## src/rtl/trap_pkg.sv

```systemverilog
package trap_pkg;
  localparam int WORD_W = 32;
  localparam int CODE_W = 5;
  localparam int SUB_W  = 2;

  localparam logic [WORD_W-1:0] KEEP_MASK = 32'h783F_0000;
  localparam int BIT_LE  = 0;
  localparam int BIT_FE1 = 8;
  localparam int BIT_FE0 = 11;
  localparam int BIT_ME  = 12;
  localparam int BIT_FP  = 13;
  localparam int BIT_ILE = 16;

  localparam logic [CODE_W-1:0] EX_MCHK   = 5'd1;
  localparam logic [CODE_W-1:0] EX_ALIGN  = 5'd5;
  localparam logic [CODE_W-1:0] EX_PROG   = 5'd6;
  localparam logic [CODE_W-1:0] EX_FPOFF  = 5'd7;
  localparam logic [CODE_W-1:0] EX_VECOFF = 5'd10;

  typedef enum logic [SUB_W-1:0] {
    SUB_FPEN  = 2'd0,
    SUB_ILL   = 2'd1,
    SUB_PRIV  = 2'd2,
    SUB_TRAP  = 2'd3
  } prog_sub_e;

  function automatic logic back_up_pc(input logic [CODE_W-1:0] code);
    return (code == EX_ALIGN) || (code == EX_PROG) ||
           (code == EX_FPOFF) || (code == EX_VECOFF);
  endfunction

  function automatic logic fp_is_quiet(input logic [WORD_W-1:0] st);
    return !st[BIT_FP] || (!st[BIT_FE0] && !st[BIT_FE1]);
  endfunction

  function automatic logic [WORD_W-1:0] prog_cause(input prog_sub_e sub,
                                                   input logic [WORD_W-1:0] st);
    logic [WORD_W-1:0] c;
    c = '0;
    case (sub)
      SUB_FPEN: begin
        c = 32'h0010_0000;
        if (st[BIT_FE0] != st[BIT_FE1]) c = c | 32'h0001_0000;
      end
      SUB_ILL:  c = 32'h0008_0000;
      SUB_PRIV: c = 32'h0004_0000;
      default:  c = 32'h0002_0000;
    endcase
    return c;
  endfunction

  function automatic logic [WORD_W-1:0] saved_word(input logic [WORD_W-1:0] st,
                                                   input logic [CODE_W-1:0] code,
                                                   input prog_sub_e sub);
    logic [WORD_W-1:0] w;
    w = st & ~KEEP_MASK;
    if (code == EX_PROG) w = w | prog_cause(sub, st);
    return w;
  endfunction

  function automatic logic [WORD_W-1:0] entry_word(input logic [WORD_W-1:0] st,
                                                   input logic mchk);
    logic [WORD_W-1:0] w;
    w = '0;
    w[BIT_ME] = st[BIT_ME] & ~mchk;
    w[BIT_LE] = st[BIT_ILE];
    return w;
  endfunction

  function automatic logic [WORD_W-1:0] restore_word(input logic [WORD_W-1:0] saved,
                                                     input logic [WORD_W-1:0] st);
    return (saved & ~KEEP_MASK) | (st & KEEP_MASK);
  endfunction
endpackage

```

## src/rtl/trap_vec_table.sv

```systemverilog
module trap_vec_table #(
  parameter int N = 32,
  parameter int W = 32,
  localparam int IW = $clog2(N)
) (
  input  logic          clk,
  input  logic          rst_n,
  input  logic          wr_en,
  input  logic [IW-1:0] wr_idx,
  input  logic [W-1:0]  wr_data,
  input  logic          base_we,
  input  logic [W-1:0]  base_data,
  input  logic [IW-1:0] rd_idx,
  output logic [W-1:0]  rd_entry,
  output logic [W-1:0]  rd_base
);
  logic [W-1:0] ent_q [N];
  logic [W-1:0] base_q;

  for (genvar g = 0; g < N; g++) begin : g_ent
    always_ff @(posedge clk or negedge rst_n) begin
      if (!rst_n)                          ent_q[g] <= '1;
      else if (wr_en && wr_idx == IW'(g))  ent_q[g] <= wr_data;
    end
  end

  always_ff @(posedge clk or negedge rst_n) begin
    if (!rst_n)       base_q <= '0;
    else if (base_we) base_q <= base_data;
  end

  assign rd_entry = ent_q[rd_idx];
  assign rd_base  = base_q;

  assert_base_load_R6: assert property (@(posedge clk) disable iff (!rst_n)
    base_we |=> rd_base == $past(base_data));
endmodule

```

## src/rtl/trap_entry_calc.sv

```systemverilog
module trap_entry_calc
  import trap_pkg::*;
(
  input  logic [CODE_W-1:0] code,
  input  logic [SUB_W-1:0]  sub,
  input  logic [WORD_W-1:0] pc,
  input  logic [WORD_W-1:0] st,
  input  logic [WORD_W-1:0] vec_entry,
  input  logic [WORD_W-1:0] vec_base,
  output logic              is_mchk,
  output logic              mchk_stop,
  output logic              fp_drop,
  output logic              vec_bad,
  output logic [WORD_W-1:0] ret_pc,
  output logic [WORD_W-1:0] sv_word,
  output logic [WORD_W-1:0] new_word,
  output logic [WORD_W-1:0] target
);
  prog_sub_e sub_e;
  assign sub_e = prog_sub_e'(sub);

  assign is_mchk   = (code == EX_MCHK);
  assign mchk_stop = is_mchk && !st[BIT_ME];
  assign fp_drop   = (code == EX_PROG) && (sub_e == SUB_FPEN) && fp_is_quiet(st);
  assign vec_bad   = &vec_entry;
  assign ret_pc    = back_up_pc(code) ? pc - WORD_W'(4) : pc;
  assign sv_word   = saved_word(st, code, sub_e);
  assign new_word  = entry_word(st, is_mchk);
  assign target    = vec_entry | vec_base;
endmodule

```

## src/rtl/trap_return_calc.sv

```systemverilog
module trap_return_calc
  import trap_pkg::*;
(
  input  logic [WORD_W-1:0] save_pc,
  input  logic [WORD_W-1:0] save_word,
  input  logic [WORD_W-1:0] st,
  output logic [WORD_W-1:0] back_pc,
  output logic [WORD_W-1:0] back_word
);
  assign back_pc   = {save_pc[WORD_W-1:2], 2'b00};
  assign back_word = restore_word(save_word, st);
endmodule

```

## src/rtl/trap_unit.sv

```systemverilog
module trap_unit
  import trap_pkg::*;
(
  input  logic                clk,
  input  logic                rst_n,
  input  logic                exc_req,
  input  logic [CODE_W-1:0]   exc_code,
  input  logic [SUB_W-1:0]    prog_sub,
  input  logic [WORD_W-1:0]   cur_pc,
  input  logic [WORD_W-1:0]   cur_state,
  input  logic                rfi_req,
  input  logic                tab_we,
  input  logic [CODE_W-1:0]   tab_idx,
  input  logic [WORD_W-1:0]   tab_data,
  input  logic                base_we,
  input  logic [WORD_W-1:0]   base_data,
  output logic                redirect_vld,
  output logic [WORD_W-1:0]   redirect_pc,
  output logic [WORD_W-1:0]   state_out,
  output logic [WORD_W-1:0]   save_pc,
  output logic [WORD_W-1:0]   save_state,
  output logic                halted,
  output logic                vec_err
);
  localparam int VEC_N = 1 << CODE_W;

  logic [WORD_W-1:0] vec_entry, vec_base;
  logic              is_mchk, mchk_stop_c, fp_drop_c, vec_bad_c;
  logic [WORD_W-1:0] ent_pc, ent_word, ent_state, ent_target;
  logic [WORD_W-1:0] rtn_pc, rtn_state;

  logic redirect_q, halt_q, vec_err_q;
  logic [WORD_W-1:0] rpc_q, state_q, save_pc_q, save_state_q;

  trap_vec_table #(.N(VEC_N), .W(WORD_W)) tab_i (
    .clk(clk), .rst_n(rst_n),
    .wr_en(tab_we), .wr_idx(tab_idx), .wr_data(tab_data),
    .base_we(base_we), .base_data(base_data),
    .rd_idx(exc_code), .rd_entry(vec_entry), .rd_base(vec_base)
  );

  trap_entry_calc ent_i (
    .code(exc_code), .sub(prog_sub), .pc(cur_pc), .st(cur_state),
    .vec_entry(vec_entry), .vec_base(vec_base),
    .is_mchk(is_mchk), .mchk_stop(mchk_stop_c), .fp_drop(fp_drop_c),
    .vec_bad(vec_bad_c), .ret_pc(ent_pc), .sv_word(ent_word),
    .new_word(ent_state), .target(ent_target)
  );

  trap_return_calc rtn_i (
    .save_pc(save_pc_q), .save_word(save_state_q), .st(cur_state),
    .back_pc(rtn_pc), .back_word(rtn_state)
  );

  // Named events for the assertions
  logic exc_ok, stop_ev, drop_ev, bad_ev, take_ev, rfi_ev;
  assign exc_ok  = exc_req && !halt_q;
  assign stop_ev = exc_ok && mchk_stop_c;
  assign drop_ev = exc_ok && !mchk_stop_c && fp_drop_c;
  assign bad_ev  = exc_ok && !mchk_stop_c && !fp_drop_c && vec_bad_c;
  assign take_ev = exc_ok && !mchk_stop_c && !fp_drop_c && !vec_bad_c;
  assign rfi_ev  = rfi_req && !exc_req && !halt_q;

  always_ff @(posedge clk or negedge rst_n) begin
    if (!rst_n) begin
      redirect_q   <= 1'b0;
      vec_err_q    <= 1'b0;
      halt_q       <= 1'b0;
      rpc_q        <= '0;
      state_q      <= '0;
      save_pc_q    <= '0;
      save_state_q <= '0;
    end else begin
      redirect_q <= take_ev || rfi_ev;
      vec_err_q  <= bad_ev;
      if (stop_ev) halt_q <= 1'b1;
      if (take_ev) begin
        rpc_q        <= ent_target;
        state_q      <= ent_state;
        save_pc_q    <= ent_pc;
        save_state_q <= ent_word;
      end else if (rfi_ev) begin
        rpc_q   <= rtn_pc;
        state_q <= rtn_state;
      end
    end
  end

  assign redirect_vld = redirect_q;
  assign redirect_pc  = rpc_q;
  assign state_out    = state_q;
  assign save_pc      = save_pc_q;
  assign save_state   = save_state_q;
  assign halted       = halt_q;
  assign vec_err      = vec_err_q;

  assert_halt_sticky_R4: assert property (@(posedge clk) disable iff (!rst_n)
    halted |=> halted);
  assert_halt_no_redirect_R4: assert property (@(posedge clk) disable iff (!rst_n)
    halted |=> !redirect_vld && !vec_err);
  assert_mchk_clears_me_R4: assert property (@(posedge clk) disable iff (!rst_n)
    (take_ev && is_mchk) |=> !state_out[BIT_ME]);
  assert_fp_drop_quiet_R5: assert property (@(posedge clk) disable iff (!rst_n)
    drop_ev |=> !redirect_vld && $stable(save_state) && $stable(state_out));
  assert_bad_vec_excl_R7: assert property (@(posedge clk) disable iff (!rst_n)
    !(vec_err && redirect_vld));
  assert_bad_vec_keeps_R7: assert property (@(posedge clk) disable iff (!rst_n)
    bad_ev |=> $stable(save_pc) && $stable(save_state));
  assert_rfi_aligned_R8: assert property (@(posedge clk) disable iff (!rst_n)
    rfi_ev |=> redirect_pc[1:0] == 2'b00 && $stable(save_pc));
  assert_collide_ignored_R9: assert property (@(posedge clk) disable iff (!rst_n)
    (exc_req && rfi_req && !take_ev) |=> !redirect_vld);
endmodule

```

## config.mk

```make
export PLATFORM = sky130hd
export DESIGN_NAME = trap_unit
export DESIGN_NICKNAME = d
export VERILOG_FILES = /design/src/rtl/trap_pkg.sv /design/src/rtl/trap_vec_table.sv /design/src/rtl/trap_entry_calc.sv /design/src/rtl/trap_return_calc.sv /design/src/rtl/trap_unit.sv
export SDC_FILE = /design/constraint.sdc
export NUM_CORES = 2
export LEC_CHECK = 0
export BUFFER_PORTS_ARGS = -buffer_cell sky130_fd_sc_hd__buf_2
export CORE_MARGIN = 2
export CORE_UTILIZATION = 34
export CTS_BUF_LIST = sky130_fd_sc_hd__clkbuf_8 sky130_fd_sc_hd__clkbuf_16
export CTS_CLUSTER_SIZE = 25
export DETAILED_ROUTE_END_ITERATION = 7
export SETUP_SLACK_MARGIN = 0.2
export SYNTH_ARGS = -nofsm -noshare
export SYNTH_HDL_FRONTEND = slang
export SYNTH_SLANG_ARGS = --single-unit
```

## constraint.sdc

```tcl
create_clock -name clk -period 5.17 [get_ports clk]
set_input_delay 1.551 -clock clk [delete_from_list [all_inputs] [get_ports clk]]
set_output_delay 1.551 -clock clk [all_outputs]
set_load 0.03 [all_outputs]
```

# After elaboration in Yosys (flattened, before gate mapping)
# Index checks and enable logic that the tools add are counted.
[word_totals] input_bits=146 regBits=1187 out_inout_bits=131
[classes] magnitude_cmp=1 muxes=12 eq_ne=39 n_reduce_logical=62 add_sub_neg=1 bitwise=6
[ops] op="$mux 32" n=9
[ops] op="$bmux 32 s5" n=1
[ops] op="$eq 5x5->1 const B" n=16
[ops] op="$or 32x32->32" n=2
[ops] op="$pmux 21 s3" n=1
[ops] op="$eq 5x4->1 const B" n=9
[ops] op="$logic_and 1x1->1" n=44
[ops] op="$eq 5x3->1 const B" n=7
[ops] op="$or 32x31->32" n=1
[ops] op="$reduce_and 32->1" n=1
[ops] op="$sub 32x3->32 const B" n=1
[ops] op="$mux 17" n=1
[ops] op="$eq 5x1->1 const B" n=2
[ops] op="$eq 5x2->1 const B" n=2
[ops] op="$logic_not 1->1" n=9
[ops] op="$ge 6x6->1 const B" n=1
[ops] op="$not 5->6" n=1
[ops] op="$logic_not 5->1" n=1
[ops] op="$logic_or 1x1->1" n=5
[ops] op="$eq 2x1->1 const B" n=1
[ops] op="$eq 2x2->1 const B" n=1
[ops] op="$logic_not 2->1" n=1
[ops] op="$reduce_bool 2->1" n=1
[ops] op="$and 1x1->1" n=1
[ops] op="other kinds (2)" n=2

# Longest topological paths before layout
[depth] word_depth=8 depth_mapped=16 mapped_depth_nobuf=9

# Modules after synthesis
# Synthesis repeated with hierarchy kept, for this count alone.
[hier_totals] cells_unflattened=4163 area_unflattened_um2=57775.4
[modules_own_cells] mod="trap_vec_table" n_inst=1 cells_per_inst=3521 seq_area_each_um2=27706.6 area_per_inst_um2=49502.5
[modules_own_cells] mod="trap_unit" n_inst=1 cells_per_inst=350 seq_area_each_um2=3278.1 area_per_inst_um2=6194.7
[modules_own_cells] mod="trap_entry_calc" n_inst=1 cells_per_inst=227 seq_area_each_um2=0.0 area_per_inst_um2=1594.0
[modules_own_cells] mod="trap_return_calc" n_inst=1 cells_per_inst=65 seq_area_each_um2=0.0 area_per_inst_um2=484.2

# Worst setup path before layout
# Ideal clock, no wire load.
[synth_path] path_type="input port to flip-flop" start="in exc_code[0]" end="reg save_pc_q[28], in the netlist save_pc[28]" stages=13 arrival_ns=4.100 setup_time_ns=0.125 path_slack_ns=0.945 required_time_ns=5.045 path_cell_list="buf_4 buf_6 buf_4 or3b_1 o22ai_1 nor4_1 a31oi_1 nand4_1 nor4_1 nand4_1 o21bai_4 buf_4 mux2_2"
[synth_between] elab_chain_cells=7 elab_cells_between_ends=23
[synth_rtl] element="from (decl)" line_no="trap_unit.sv:7" text="input logic [CODE_W-1:0] exc_code,"
[synth_rtl] element="$not 5->6 (implied by the code)" line_no="trap_vec_table.sv:32" text="assign rd_entry = ent_q[rd_idx];"
[synth_rtl] element="$bmux 32 s5" line_no="trap_vec_table.sv:32"
[synth_rtl] element="$mux 32 (implied by the code) (2 in series)" line_no="trap_vec_table.sv:32"
[synth_rtl] element="$reduce_and 32->1" line_no="trap_entry_calc.sv:25" text="assign vec_bad = &vec_entry;"
[synth_rtl] element="$logic_not 1->1" line_no="trap_unit.sv:61" text="assign take_ev = exc_ok && !mchk_stop_c && !fp_drop_c && !vec_bad_c;"
[synth_rtl] element="$logic_and 1x1->1" line_no="trap_unit.sv:61"
[synth_rtl] element="to (signal assigned)" line_no="trap_unit.sv:80" text="save_pc_q <= ent_pc;"
[synth_rtl] element="to (decl)" line_no="trap_unit.sv:33" text="logic [WORD_W-1:0] rpc_q, state_q, save_pc_q, save_state_q;"
# Several ways; a longest one is shown, not always the timed one. The select of a mux whose other input is x is not followed.
# A chain may end at the register's enable or synchronous reset.

# Worst setup path after layout
[layout_path] start="in exc_code[0]" end="reg save_pc_q[21], in the netlist save_pc[21]"
# The elaborated chain is that of the path after synthesis.

==> results.py <==
metrics = {
    "outcome": {
        "status": "finished, final reports clean",
    },
    "route": {
        "routed_wl_um": 168500,
        "wire_per_inst_um": 26.94,
        "dr.pass1.iters": 6,
        "drt.antenna.violating_nets": 0,
        "avgViaCountPerCell": 5.405,
        "num_vias": 33812,
        "post-route-drc-count": 0,
        "drt_iter0_markers": 2779,
    },
    "global_routing": {
        "overflow": 0,
        "grt_max_degree": 109,
        "grt_pass1_vias": 34572,
        "antenna_found_initial": 22,
        "track_usage": 0.2029,
        "grt_pass1_wl_um": 245400,
    },
    "placement": {
        "hpwl_um": 104100,
        "gp_congestion": 0.8035,
        "io_buffers": 271,
        "dpl_cell_area_um2": 59880,
        "dp_slack_ns": -0.2881,
    },
    "timing": {
        "slew_headroom": 0.3041,
        "holdWs_ns": 0.5021,
        "setup_ws_ns": 0.4431,
        "tightest_slew_ns": 1.040,
        "hold_viol": 0,
        "setup_violations": 0,
        "drv_slew": 0,
        "period_minus_slack_ns": 4.727,
        "min_period_over_period": 0.9143,
        "finalClockSkew_ns": 0.02308,
        "fmax_mhz": 211.6,
        "rsz0062_at_grt": "no",
    },
    "worst_setup_path": {
        "worstPathCellList": "clkbuf_8 -> or3b_2 -> buf_4 -> o22ai_1 -> nor3_1 -> o21ai_0 -> nand4_1 -> nor4_1 -> buf_4 -> nand4_1 -> o21bai_4 -> buf_12 -> buf_12 -> mux2_2",
        "critPathMaxFanout": 23,
        "reg2reg_slack_ns": 1.59,
        "crit_required_ns": 5.80,
        "r2r_cells": 12,
        "crit_type": "input port to register",
        "cp-start-kind": "input port",
        "cpLargestDelayFamily": "simple AND/OR/NAND/NOR gates",
        "slowest_delay_ns": 0.64,
        "crit_path_top_delay_cell": "o21ai_0",
        "cp-end-kind": "register",
        "rr_startpoint": "tab_i.ent_q[570]",
        "r2r_end": "save_pc[21]",
        "path_buf_inv": 5,
        "worstPathArrival_ns": 5.36,
    },
    "min_path": {
        "hold_path_startpoint": "halted",
        "hold_path.class": "register to register",
        "holdPathEnd": "halted",
        "holdPathStages": 1,
    },
    "synth": {
        "yosysTopAreaCellShare": 0.4906,
        "synth_edf_count": 0,
        "ys_top_cells_by_count": "mux2_2, dfstp_2, clkbuf_1",
        "syn_inst": 3698,
        "synth-main-ff-cell": "dfstp_2",
        "syn_area_um2": 54850,
        "avgSynthCellArea_um2": 14.83,
        "async_flop_share": 1.000,
        "seq_area_frac_synth": 0.5627,
        "synth_warnings": 0,
        "synthDistinctLibCells": 63,
        "ys_ff_latch": 1182,
        "synth_most_common_cell": "mux2_2",
        "synthTopCellsByArea": "dfstp_2, mux2_2, dfrtp_1",
        "synth_area_leader_cell": "dfstp_2",
    },
    "clock_network": {
        "clock_path_buffers": 3,
        "numCtsBuffers": 130,
        "cts.repair.resized": 0,
        "clk_pin_slew_worst_paths_ns": 0.06,
        "clkSinkCount": 1182,
        "h-tree-depth": 4,
        "tritoncts": "yes",
        "postCtsHoldBufs": 0,
        "clkLatencyLatePin_ns": 0.76,
        "root_buffer": "clkbuf_16",
        "cts_setup_buffers": 0,
    },
    "floorplan": {
        "core_um2": 160400,
        "die_x_um": 405.6,
        "rows": 147,
        "die_y_um": 405.6,
        "die_area_um2": 164500,
        "io_pins": 277,
        "initial_core_util": 0.3420,
    },
    "finish": {
        "drive_gt1_frac": 0.7463,
        "layout.nets": 4143,
        "area_growth_pct": 16.83,
        "stdcell_area_um2": 64080,
    },
    "flow_run": {
        "cap_violations": 0,
    },
    "power": {
        "leakagePower_nw": 25.94,
        "peakVddDrop_v": 0.0003547,
        "powerDensity_nw_per_um2": 418.1,
    },
}
## layer usage
metal | up-vias | track usage | share of wire
li1 | 14202 | - | -
met2 | 913 | 0.3211 | 0.47
met3 | 225 | 0.03683 | 0.055
met1 | 18456 | 0.2874 | 0.46
met4 | 16 | 0.04911 | 0.020
met5 | - | 0 | 0.00058
## cell families (layout without fill, tap and decap cells)
| family | after synthesis | count (layout) | share of synthesized area |
|---|---|---|---|
| mux | 1487 | 1487 | 0.3353 |
| flops | 1182 | 1182 | 0.5627 |
| simple gates | 374 | 374 | 0.03221 |
| buf+inv | 348 | 733 | 0.02904 |
| compound gates | 276 | 276 | 0.03584 |
| xor+xnor | 28 | 28 | 0.004471 |
| fa+ha+maj | 2 | 2 | 0.0004562 |
| other cells | 1 | 14 | 0.00006837 |
## cell usage in the layout, fill, tap and decap left out, types with 6 or more instances in the layout
master     instances
nand4_1           12
mux2_2          1119
xnor2_1            6
nor3_1            34
clkbuf_8          26
a21oi_1           17
o21ai_0           20
buf_4            181
mux4_2           168
nor4_1            18
buf_2            265
dfstp_2         1024
xor2_1            22
nor2_4            10
a31oi_1           28
inv_1             38
a21boi_1          25
a22oi_1           38
nand2_2           11
a221oi_1           7
nor2_1            53
a211oi_1          21
inv_6              7
dfrtp_1          158
a22o_1            18
nor3b_1           16
buf_12            49
nand3_1            6
nor2b_1            6
clkinv_2          14
nand2_1          159
mux2i_1          199
o221ai_1          18
o22ai_1           55
diode_2            9
clkbuf_16        132
## report_power, final
group	internal (W)	switching (W)
sequential	0.0121	0.000907
combinational	0.00240	0.00224
clock	0.00526	0.00385
total	0.0198	0.00700
## how the worst max path moves through the flow
stage	depth (start not counted)	end	from	slack, ns
floorplan	13	save_pc[28]	exc_code[0]	0.95
global placement	14	save_pc[29]	exc_code[0]	-0.19
detailed placement	14	save_pc[21]	exc_code[0]	-0.29
CTS	14	save_pc[21]	exc_code[0]	0.52
global route	14	save_pc[22]	exc_code[0]	0.26
finish	14	save_pc[21]	exc_code[0]	0.44
## cell type report
type                    count  area (µm²)
clock buffers             157        3647
diodes                      9       22.52
clock inverters            67       525.5
flip-flops and latches   1182       30860
multi-input cells        2172       22570
fillers                 14932       96310
repair buffers            498        3710
inverters                  11       41.29
well taps                2160        2703
## registers in the layout, indices dropped and copies added, names as in the netlist
signal	count
halted	1
redirect_pc	32
redirect_vld	1
save_pc	32
save_state	27
state_out	32
tab_i.ent_q	1024
tab_i.rd_base	32
vec_err	1
## stage by stage
step	std cells	total power (W)	utilization	TNS, ns
floorplan	3702	0.01613	-	0
global placement	6023	0.01764	0.3734	-12.17
detailed placement	6023	0.01781	0.3734	-21.78
CTS	6247	0.02699	0.3994	0
global route	6251	0.02791	0.3994	0
finish	6256	0.02679	0.3995	0
(Power assumes the default switching activity.)
